**config.mk**
```make
export PLATFORM = sky130hd
export DESIGN_NAME = dbg_mailbox
export DESIGN_NICKNAME = d
export VERILOG_FILES = /design/src/rtl/dbg_mailbox_pkg.sv /design/src/rtl/mbx_channel.sv /design/src/rtl/mbx_flag_reg.sv /design/src/rtl/mbx_read_mux.sv /design/src/rtl/dbg_mailbox.sv
export SDC_FILE = /design/constraint.sdc
export NUM_CORES = 1
export LEC_CHECK = 0
export CAP_MARGIN = 10
export CORE_MARGIN = 5
export CORE_UTILIZATION = 50
export DETAILED_ROUTE_END_ITERATION = 8
export PLACE_DENSITY = 0.86
export SLEW_MARGIN = 20
export SYNTH_ARGS = -nofsm -noshare
export SYNTH_HDL_FRONTEND = slang
export SYNTH_SLANG_ARGS = --single-unit
```
**constraint.sdc**
```tcl
create_clock -name clk -period 2.3 [get_ports clk]
set_input_delay 0.345 -clock clk [delete_from_list [all_inputs] [get_ports clk]]
set_output_delay 0.345 -clock clk [all_outputs]
set_load 0.005 [all_outputs]
```
**src/rtl/dbg_mailbox_pkg.sv**
```systemverilog
package dbg_mailbox_pkg;

    localparam int ADDR_W = 3;

    typedef enum logic [ADDR_W-1:0] {
        A_TXDATA = 3'd0,
        A_TXCTRL = 3'd1,
        A_RXDATA = 3'd2,
        A_RXCTRL = 3'd3,
        A_TXPEEK = 3'd4,
        A_RXPEEK = 3'd5,
        A_RSVD6  = 3'd6,
        A_RSVD7  = 3'd7
    } reg_idx_e;

    typedef enum logic {
        ST_EMPTY = 1'b0,
        ST_FULL  = 1'b1
    } mbx_state_e;

endpackage

```
**src/rtl/mbx_channel.sv**
```systemverilog
module mbx_channel
    import dbg_mailbox_pkg::*;
#(
    parameter int DATA_W = 32
) (
    input  logic              clk,
    input  logic              rst_n,
    input  logic              push_i,
    input  logic              pop_i,
    input  logic [DATA_W-1:0] wdata_i,
    output logic [DATA_W-1:0] data_o,
    output logic              full_o,
    output logic              fill_ev_o,
    output logic              drain_ev_o
);

    mbx_state_e        state_q, state_d;
    logic [DATA_W-1:0] data_q;
    logic              fill_q, drain_q;

    // Next state: a push wins over a consuming read in the same cycle.
    always_comb begin
        state_d = state_q;
        unique case (state_q)
            ST_EMPTY: state_d = push_i ? ST_FULL : ST_EMPTY;        // FILL or STALE
            ST_FULL:  state_d = (pop_i && !push_i) ? ST_EMPTY : ST_FULL; // DRAIN or REFILL
            default:  state_d = ST_EMPTY;
        endcase
    end

    always_ff @(posedge clk or negedge rst_n) begin
        if (!rst_n) state_q <= ST_EMPTY;
        else        state_q <= state_d;
    end

    always_ff @(posedge clk or negedge rst_n) begin
        if (!rst_n) begin
            data_q  <= '0;
            fill_q  <= 1'b0;
            drain_q <= 1'b0;
        end else begin
            if (push_i) data_q <= wdata_i;
            fill_q  <= (state_q == ST_EMPTY) && (state_d == ST_FULL);
            drain_q <= (state_q == ST_FULL)  && (state_d == ST_EMPTY);
        end
    end

    assign data_o     = data_q;
    assign full_o     = (state_q == ST_FULL);
    assign fill_ev_o  = fill_q;
    assign drain_ev_o = drain_q;

    a_r2_push_sets_full: assert property (@(posedge clk) disable iff (!rst_n)
        push_i |=> full_o);
    a_r2_push_stores: assert property (@(posedge clk) disable iff (!rst_n)
        push_i |=> (data_o == $past(wdata_i)));
    a_r3_pop_clears: assert property (@(posedge clk) disable iff (!rst_n)
        (pop_i && !push_i) |=> !full_o);
    a_r4_collide_full: assert property (@(posedge clk) disable iff (!rst_n)
        (push_i && pop_i) |=> full_o);
    a_r5_idle_hold: assert property (@(posedge clk) disable iff (!rst_n)
        (!push_i && !pop_i) |=> ($stable(full_o) && $stable(data_o)));
    a_r10_fill_single: assert property (@(posedge clk) disable iff (!rst_n)
        fill_ev_o |=> !fill_ev_o);
    a_r10_fill_full: assert property (@(posedge clk) disable iff (!rst_n)
        fill_ev_o |-> full_o);
    a_r10_drain_empty: assert property (@(posedge clk) disable iff (!rst_n)
        drain_ev_o |-> !full_o);

endmodule

```
**src/rtl/mbx_flag_reg.sv**
```systemverilog
module mbx_flag_reg #(
    parameter int DATA_W = 32,
    parameter int FLAG_W = 7
) (
    input  logic              clk,
    input  logic              rst_n,
    input  logic              we_i,
    input  logic [DATA_W-1:0] wdata_i,
    output logic [FLAG_W-1:0] flags_o
);

    logic [FLAG_W-1:0] flags_q;

    always_ff @(posedge clk or negedge rst_n) begin
        if (!rst_n)    flags_q <= '0;
        else if (we_i) flags_q <= wdata_i[FLAG_W:1];
    end

    assign flags_o = flags_q;

    a_r7_flags_hold: assert property (@(posedge clk) disable iff (!rst_n)
        !we_i |=> $stable(flags_o));

endmodule

```
**src/rtl/mbx_read_mux.sv**
```systemverilog
module mbx_read_mux
    import dbg_mailbox_pkg::*;
#(
    parameter int DATA_W = 32
) (
    input  logic [ADDR_W-1:0] addr_i,
    input  logic [DATA_W-1:0] tx_data_i,
    input  logic [DATA_W-1:0] tx_ctrl_i,
    input  logic [DATA_W-1:0] rx_data_i,
    input  logic [DATA_W-1:0] rx_ctrl_i,
    output logic [DATA_W-1:0] rdata_o
);

    always_comb begin
        rdata_o = '0;
        unique case (reg_idx_e'(addr_i))
            A_TXDATA, A_TXPEEK: rdata_o = tx_data_i;
            A_RXDATA, A_RXPEEK: rdata_o = rx_data_i;
            A_TXCTRL:           rdata_o = tx_ctrl_i;
            A_RXCTRL:           rdata_o = rx_ctrl_i;
            default:            rdata_o = '0;
        endcase
    end

endmodule

```
**src/rtl/dbg_mailbox.sv**
```systemverilog
module dbg_mailbox
    import dbg_mailbox_pkg::*;
#(
    parameter int DATA_W = 32,
    parameter int FLAG_W = 7
) (
    input  logic              clk,
    input  logic              rst_n,
    input  logic [2:0]        h_addr,
    input  logic              h_wr,
    input  logic              h_rd,
    input  logic [DATA_W-1:0] h_wdata,
    output logic [DATA_W-1:0] h_rdata,
    input  logic [2:0]        d_addr,
    input  logic              d_wr,
    input  logic              d_rd,
    input  logic [DATA_W-1:0] d_wdata,
    output logic [DATA_W-1:0] d_rdata,
    output logic              tx_event,
    output logic              rx_event
);

    localparam int NUM_PORTS = 2;
    localparam int PAD_W     = DATA_W - FLAG_W - 1;

    logic              tx_push, tx_pop, rx_push, rx_pop;
    logic              tx_flag_we, rx_flag_we;
    logic [DATA_W-1:0] tx_data, rx_data, tx_ctrl, rx_ctrl;
    logic              tx_full, rx_full;
    logic              tx_fill_ev, tx_drain_ev, rx_fill_ev, rx_drain_ev;
    logic [FLAG_W-1:0] tx_flags, rx_flags;

    // Access rights: the host fills the transmit side, the device fills the receive side.
    assign tx_push    = h_wr && (h_addr == A_TXDATA);
    assign tx_pop     = d_rd && (d_addr == A_TXDATA);
    assign rx_push    = d_wr && (d_addr == A_RXDATA);
    assign rx_pop     = (h_rd && (h_addr == A_RXDATA)) || (d_rd && (d_addr == A_RXDATA));
    assign tx_flag_we = h_wr && (h_addr == A_TXCTRL);
    assign rx_flag_we = d_wr && (d_addr == A_RXCTRL);

    mbx_channel #(.DATA_W(DATA_W)) i_tx_chan (
        .clk(clk), .rst_n(rst_n), .push_i(tx_push), .pop_i(tx_pop), .wdata_i(h_wdata),
        .data_o(tx_data), .full_o(tx_full), .fill_ev_o(tx_fill_ev), .drain_ev_o(tx_drain_ev)
    );

    mbx_channel #(.DATA_W(DATA_W)) i_rx_chan (
        .clk(clk), .rst_n(rst_n), .push_i(rx_push), .pop_i(rx_pop), .wdata_i(d_wdata),
        .data_o(rx_data), .full_o(rx_full), .fill_ev_o(rx_fill_ev), .drain_ev_o(rx_drain_ev)
    );

    mbx_flag_reg #(.DATA_W(DATA_W), .FLAG_W(FLAG_W)) i_tx_flags (
        .clk(clk), .rst_n(rst_n), .we_i(tx_flag_we), .wdata_i(h_wdata), .flags_o(tx_flags)
    );

    mbx_flag_reg #(.DATA_W(DATA_W), .FLAG_W(FLAG_W)) i_rx_flags (
        .clk(clk), .rst_n(rst_n), .we_i(rx_flag_we), .wdata_i(d_wdata), .flags_o(rx_flags)
    );

    assign tx_ctrl = {{PAD_W{1'b0}}, tx_flags, tx_full};
    assign rx_ctrl = {{PAD_W{1'b0}}, rx_flags, rx_full};

    logic [ADDR_W-1:0] port_addr  [NUM_PORTS];
    logic [DATA_W-1:0] port_rdata [NUM_PORTS];

    assign port_addr[0] = h_addr;
    assign port_addr[1] = d_addr;

    for (genvar p = 0; p < NUM_PORTS; p++) begin : g_port
        mbx_read_mux #(.DATA_W(DATA_W)) i_mux (
            .addr_i(port_addr[p]), .tx_data_i(tx_data), .tx_ctrl_i(tx_ctrl),
            .rx_data_i(rx_data), .rx_ctrl_i(rx_ctrl), .rdata_o(port_rdata[p])
        );
    end

    assign h_rdata  = port_rdata[0];
    assign d_rdata  = port_rdata[1];
    assign tx_event = tx_fill_ev;
    assign rx_event = rx_drain_ev;

    a_r7_ctrl_reserved: assert property (@(posedge clk) disable iff (!rst_n)
        ((h_addr == A_TXCTRL) || (h_addr == A_RXCTRL)) |-> (h_rdata[DATA_W-1:FLAG_W+1] == '0));
    a_r8_dev_tx_write_ignored: assert property (@(posedge clk) disable iff (!rst_n)
        (d_wr && !h_wr && (d_addr == A_TXDATA)) |=> $stable(tx_data));
    a_r8_host_rx_write_ignored: assert property (@(posedge clk) disable iff (!rst_n)
        (h_wr && !d_wr && (h_addr == A_RXDATA)) |=> $stable(rx_data));
    a_r9_peek_no_side_effect: assert property (@(posedge clk) disable iff (!rst_n)
        (h_rd && (h_addr == A_RXPEEK) && !rx_push && !(d_rd && (d_addr == A_RXDATA)))
        |=> $stable(rx_full));
    a_r10_rx_event_after_full: assert property (@(posedge clk) disable iff (!rst_n)
        (rx_pop && !rx_push && rx_full) |=> rx_event);

endmodule

```
**Word level (Yosys, flattened, before mapping)**

Cells that the tools add are included.

- Bitwise operators: 3
- Multiplexer cells: 8
- Reduce and logical (&&, ||, !) cells: 20
- Equal/unequal tests: 10

Operator list:

| operator | count |
|---|---|
| $pmux 32 s4 | 2 |
| $eq 3x2->1 const B | 4 |
| $eq 3x3->1 const B | 4 |
| $logic_and 1x1->1 | 11 |
| $reduce_or 2->1 | 4 |
| $eq 3x1->1 const B | 2 |
| $logic_not 3->1 | 2 |
| $mux 1 | 4 |
| $pmux 1 s2 | 2 |
| $not 1->1 | 3 |
| $logic_not 1->1 | 2 |
| $logic_or 1x1->1 | 1 |

- Input port bits: 76
- Bits in registers: 82

**Depth between registers and ports, before layout**

- Depth in word-level cells: 8
- Depth in mapped cells: 6
- Depth with buffers taken out: 3

**Cells and area by module**

From an unflattened synthesis, not the netlist that was laid out.

- Cell total of the unflattened synthesis: 557
- Area total of the unflattened synthesis: 6314.8 µm²

By module, submodules not included:

| module | instances | area an instance (µm²) | cells each | seq. area each (µm²) |
|---|---|---|---|---|
| mbx_channel | 2 | 1425.1 | 76 | 875.8 |
| mbx_read_mux | 2 | 1401.3 | 183 | 0.0 |
| mbx_flag_reg | 2 | 291.5 | 15 | 175.2 |
| dbg_mailbox | 1 | 78.8 | 9 | 0.0 |

**Worst setup path before layout**

OpenSTA, ideal clock, no wires.

- Kind: input to output
- Start point: input port h_addr[1]
- End point: output port h_rdata[11]
- Stages on the path: 6
- Path buffers: 3
- Path slack: 0.526 ns
- Arrival time: 1.429 ns
- Cell sequence: buf_2 > nor2b_1 > buf_2 > mux2_2 > buf_2 > a22o_1

- Longest elaborated chain between the ends: 3
- Elaborated cells on any way between the ends: 9

Ends and longest elaborated chain:

| element | line | text |
|---|---|---|
| start, declared | dbg_mailbox.sv:9 | `input logic [2:0] h_addr,` |
| $eq 3x2->1 (tied with other cells) | mbx_read_mux.sv:16 | `unique case (reg_idx_e'(addr_i))` |
| $reduce_or 2->1 | mbx_read_mux.sv:16 |  |
| $pmux 32 s4 (*) | mbx_read_mux.sv:16 |  |
| end, declared | dbg_mailbox.sv:13 | `output logic [DATA_W-1:0] h_rdata,` |

Mark *: on every way between the ends. The rest lies on a longest branch, timed or not.

**Worst setup path in the final report**

- Start point: input port h_addr[2]
- End point: output port h_rdata[0]

The elaborated chain is that of the path after synthesis.

==> impl_results.md <==
- Status: finished with violations
- Failing checks: hold timing, setup timing
- Pin count of the biggest net entering global routing: 48
- Hold_ws: -0.00409 ns
- Tot GR Track Use: 0.275
- Total power: 4.44 mW
- Sequential share of power: 0.463
- Residual DRC: 0
- Reg2reg path depth: 1
- Combinational share of power: 0.297
- Antenna violations before repair: 0
- Post-synth top cells: 82 x dfrtp_1, 76 x mux2_2, 48 x a22o_1, 24 x mux2i_1, 17 x buf_2
- Top-Level Pins: 142
- Register area: 2050 um^2
- Routed Antenna Nets: 0
- Multi-input gate area: 2120 um^2
- Yosys reg bits: 82
- Drt first pass iters: 4
- Final HPWL DP: 9630 um
- Net switching power: 1.33 mW
- CP Capture Type: output pin
- Antenna diode count: 0
- Area grow syn2layout: 47.9%
- Slowest Stage Delay on Critical Path: 0.53 ns
- Die area: 10500 um^2
- Period minus WS final: 2.32 ns
- Initial DRC Count: 222
- # clock sinks: 82
- Share of cells above drive strength 1: 0.296
- Slowest-stage cell, CP: clkdlybuf4s50_1
- Synth top area share: 0.482
- Die X: 102 um
- Total Wirelength: 14200 um
- Clock buffer depth: 2
- Hold_buf cts: 0
- Clock Skew: 0.00109 ns
- Cell Chain, Critical Path: clkdlybuf4s15_1, nor2b_4, buf_4, a2bb2oi_1, a21oi_1, clkdlybuf4s50_1
- Synth Warn #: 0
- Final Cycle Share: 1.01
- H-tree levels: 3
- Syn Inst Count: 328
- Main flop type after synthesis: dfrtp_1
- Vias in the first global route: 4010
- WL/cell: 23.5 um
- Mapped Avg Cell Area: 13.0 um^2
- Sequential area share after synthesis: 0.482
- Asr flop ratio synth: 1.00
- Via/cell ratio: 6.07
- Synth top area cells: dfrtp_1 48%, mux2_2 20%, a22o_1 9.9%
- Critical Setup Path Class: input pin to output pin
- Core ar.: 8260 um^2
- Clock transition at path regs: 0.09 ns
- Root Driver: clkbuf_8
- Syn Std Cell Area: 4250 um^2
- Final-report hold violation count: 6
- Worst-Skew Late Latency: 0.35 ns
- Finish-stage setup viols: 1
- Crit-path max FO: 8
- Gp weighted congestion: 0.877
- MaxCap Viol Count: 0
- Vias: 3655
- CTS tree: yes
- Worst setup margin: -0.0219 ns
- Cts bufs inserted: 9
- Total gr overflow: 0
- Switching Fraction: 0.300
- Synthesized net count: 404
- Peak supply drop: 0.423 mV
- Row Count: 33
- DIE HEIGHT: 102 um
- Most frequent cell after synthesis: dfrtp_1
- Critical Path AT: 1.98 ns
- Worst Max-Slew Pin Slew: 0.630 ns
- Filler instances: 567
- Nets: 568
- Cell internal pwr: 3.11 mW
- Port bufs: 141
- Slew HR: 0.580
- EDFF count, synth: 0
- First-pass GRT wire length: 21700 um
- Worst EP required: 1.96 ns
- Fin. max-slew vios: 0
- Pwr dens: 705 nW/um^2
- Leading area contributor after synthesis: dfrtp_1
- Library cells used by synthesis: 28
- Hold Crit Class: input pin to async pin
- Fmax: 431 MHz
- Crit start category: input pin
- Initial Util: 0.515
- Clock power share: 0.240
- Static leakage: 2.81 nW
power groups by stage:
stage | logic, mW | clock network [mW] | registers [mW]
floorplan | 0.661 | 0 | 1.96
global placement | 1.27 | 0 | 2.04
detailed placement | 1.31 | 0 | 2.07
CTS | 1.31 | 1.08 | 2.04
global route | 1.41 | 1.14 | 2.10
finish | 1.32 | 1.06 | 2.05
placed cells by master, fill, tap and decap left out, drive strengths merged, types with 10 or more instances in the layout:
cell type and instances:
mux2i 24, clkbuf 13, nor2 10, mux2 81, dlygate4sd2 20, a22o 48
dfrtp 82, buf 38, clkdlybuf4s50 111
final cells by class:
class	instances	area share
clock buffer	11	0.0209
clock inverter	5	0.00994
inverter	2	0.00179
multi-input combinational	219	0.338
sequential	82	0.326
tap	105	0.0209
timing repair buffer	178	0.283
logic make-up after synthesis:
logic type	after synthesis	share of synthesized area
buf+inv	29	0.0394
compound gates	92	0.174
simple gates	22	0.0391
flops	82	0.482
mux	103	0.266
state kept, by name (all words and copies together) (netlist names):
register,cells
i_tx_chan.full_o,1
i_rx_chan.full_o,1
i_tx_flags.flags_o,7
i_rx_chan.drain_ev_o,1
i_tx_chan.data_o,32
i_rx_chan.data_o,32
i_rx_flags.flags_o,7
i_tx_chan.fill_ev_o,1
worst max-delay path: cells and delay by family:
kind	cells	cell delay, ns
buffers and inverters	3	1.03
and+or+nand+nor	1	0.27
AOI/OAI and AO/OA	2	0.32
per-stage QoR:
step	instance area [um^2]	std cells	util	setup TNS, ns	setup slack (ns)
floorplan	4250	328	-	0	0.526
global placement	5970	580	0.722	-6.89	-0.150
detailed placement	5970	580	0.722	-9.54	-0.208
CTS	6240	601	0.756	0	0.000639
global route	6290	602	0.762	-0.146	-0.0989
finish	6290	602	0.762	-0.0219	-0.0219
worst paths after layout:
kind                                             startpoint                                end  slack (ns)
hold / removal                                        rst_n  i_tx_flags.flags_o[3]$_DFFE_PN0P_      -0.004
setup / recovery                                  h_addr[2]                         h_rdata[0]       -0.02
setup reg to reg            i_rx_chan.data_o[2]$_DFFE_PN0P_    i_rx_chan.data_o[2]$_DFFE_PN0P_        1.44
min in group clk           i_rx_chan.data_o[27]$_DFFE_PN0P_   i_rx_chan.data_o[27]$_DFFE_PN0P_        0.52
max in group asynchronous                             rst_n    i_rx_chan.data_o[1]$_DFFE_PN0P_        1.67
hold reg to reg            i_rx_chan.data_o[27]$_DFFE_PN0P_   i_rx_chan.data_o[27]$_DFFE_PN0P_        0.52
timing repair:
| action | in CTS | in global routing |
|---|---|---|
| gates resized for setup | 36 | 19 |
| gates cloned | 3 | 0 |
| endpoints found under the setup margin | 64 | 34 |
| buffers inserted | 3 | 1 |
| pin swaps | 1 | 2 |
layer usage:
layer  up-vias  wire length [um]  track usage  share of wire
li1       1598                 -            -              -
met2       215              7020        0.463           0.50
met5         -                 0            0              0
met4         0               340       0.0928          0.024
met1      1812              5350        0.331           0.38
met3        30              1440       0.0935           0.10
Power figures use the tool's default switching activity.
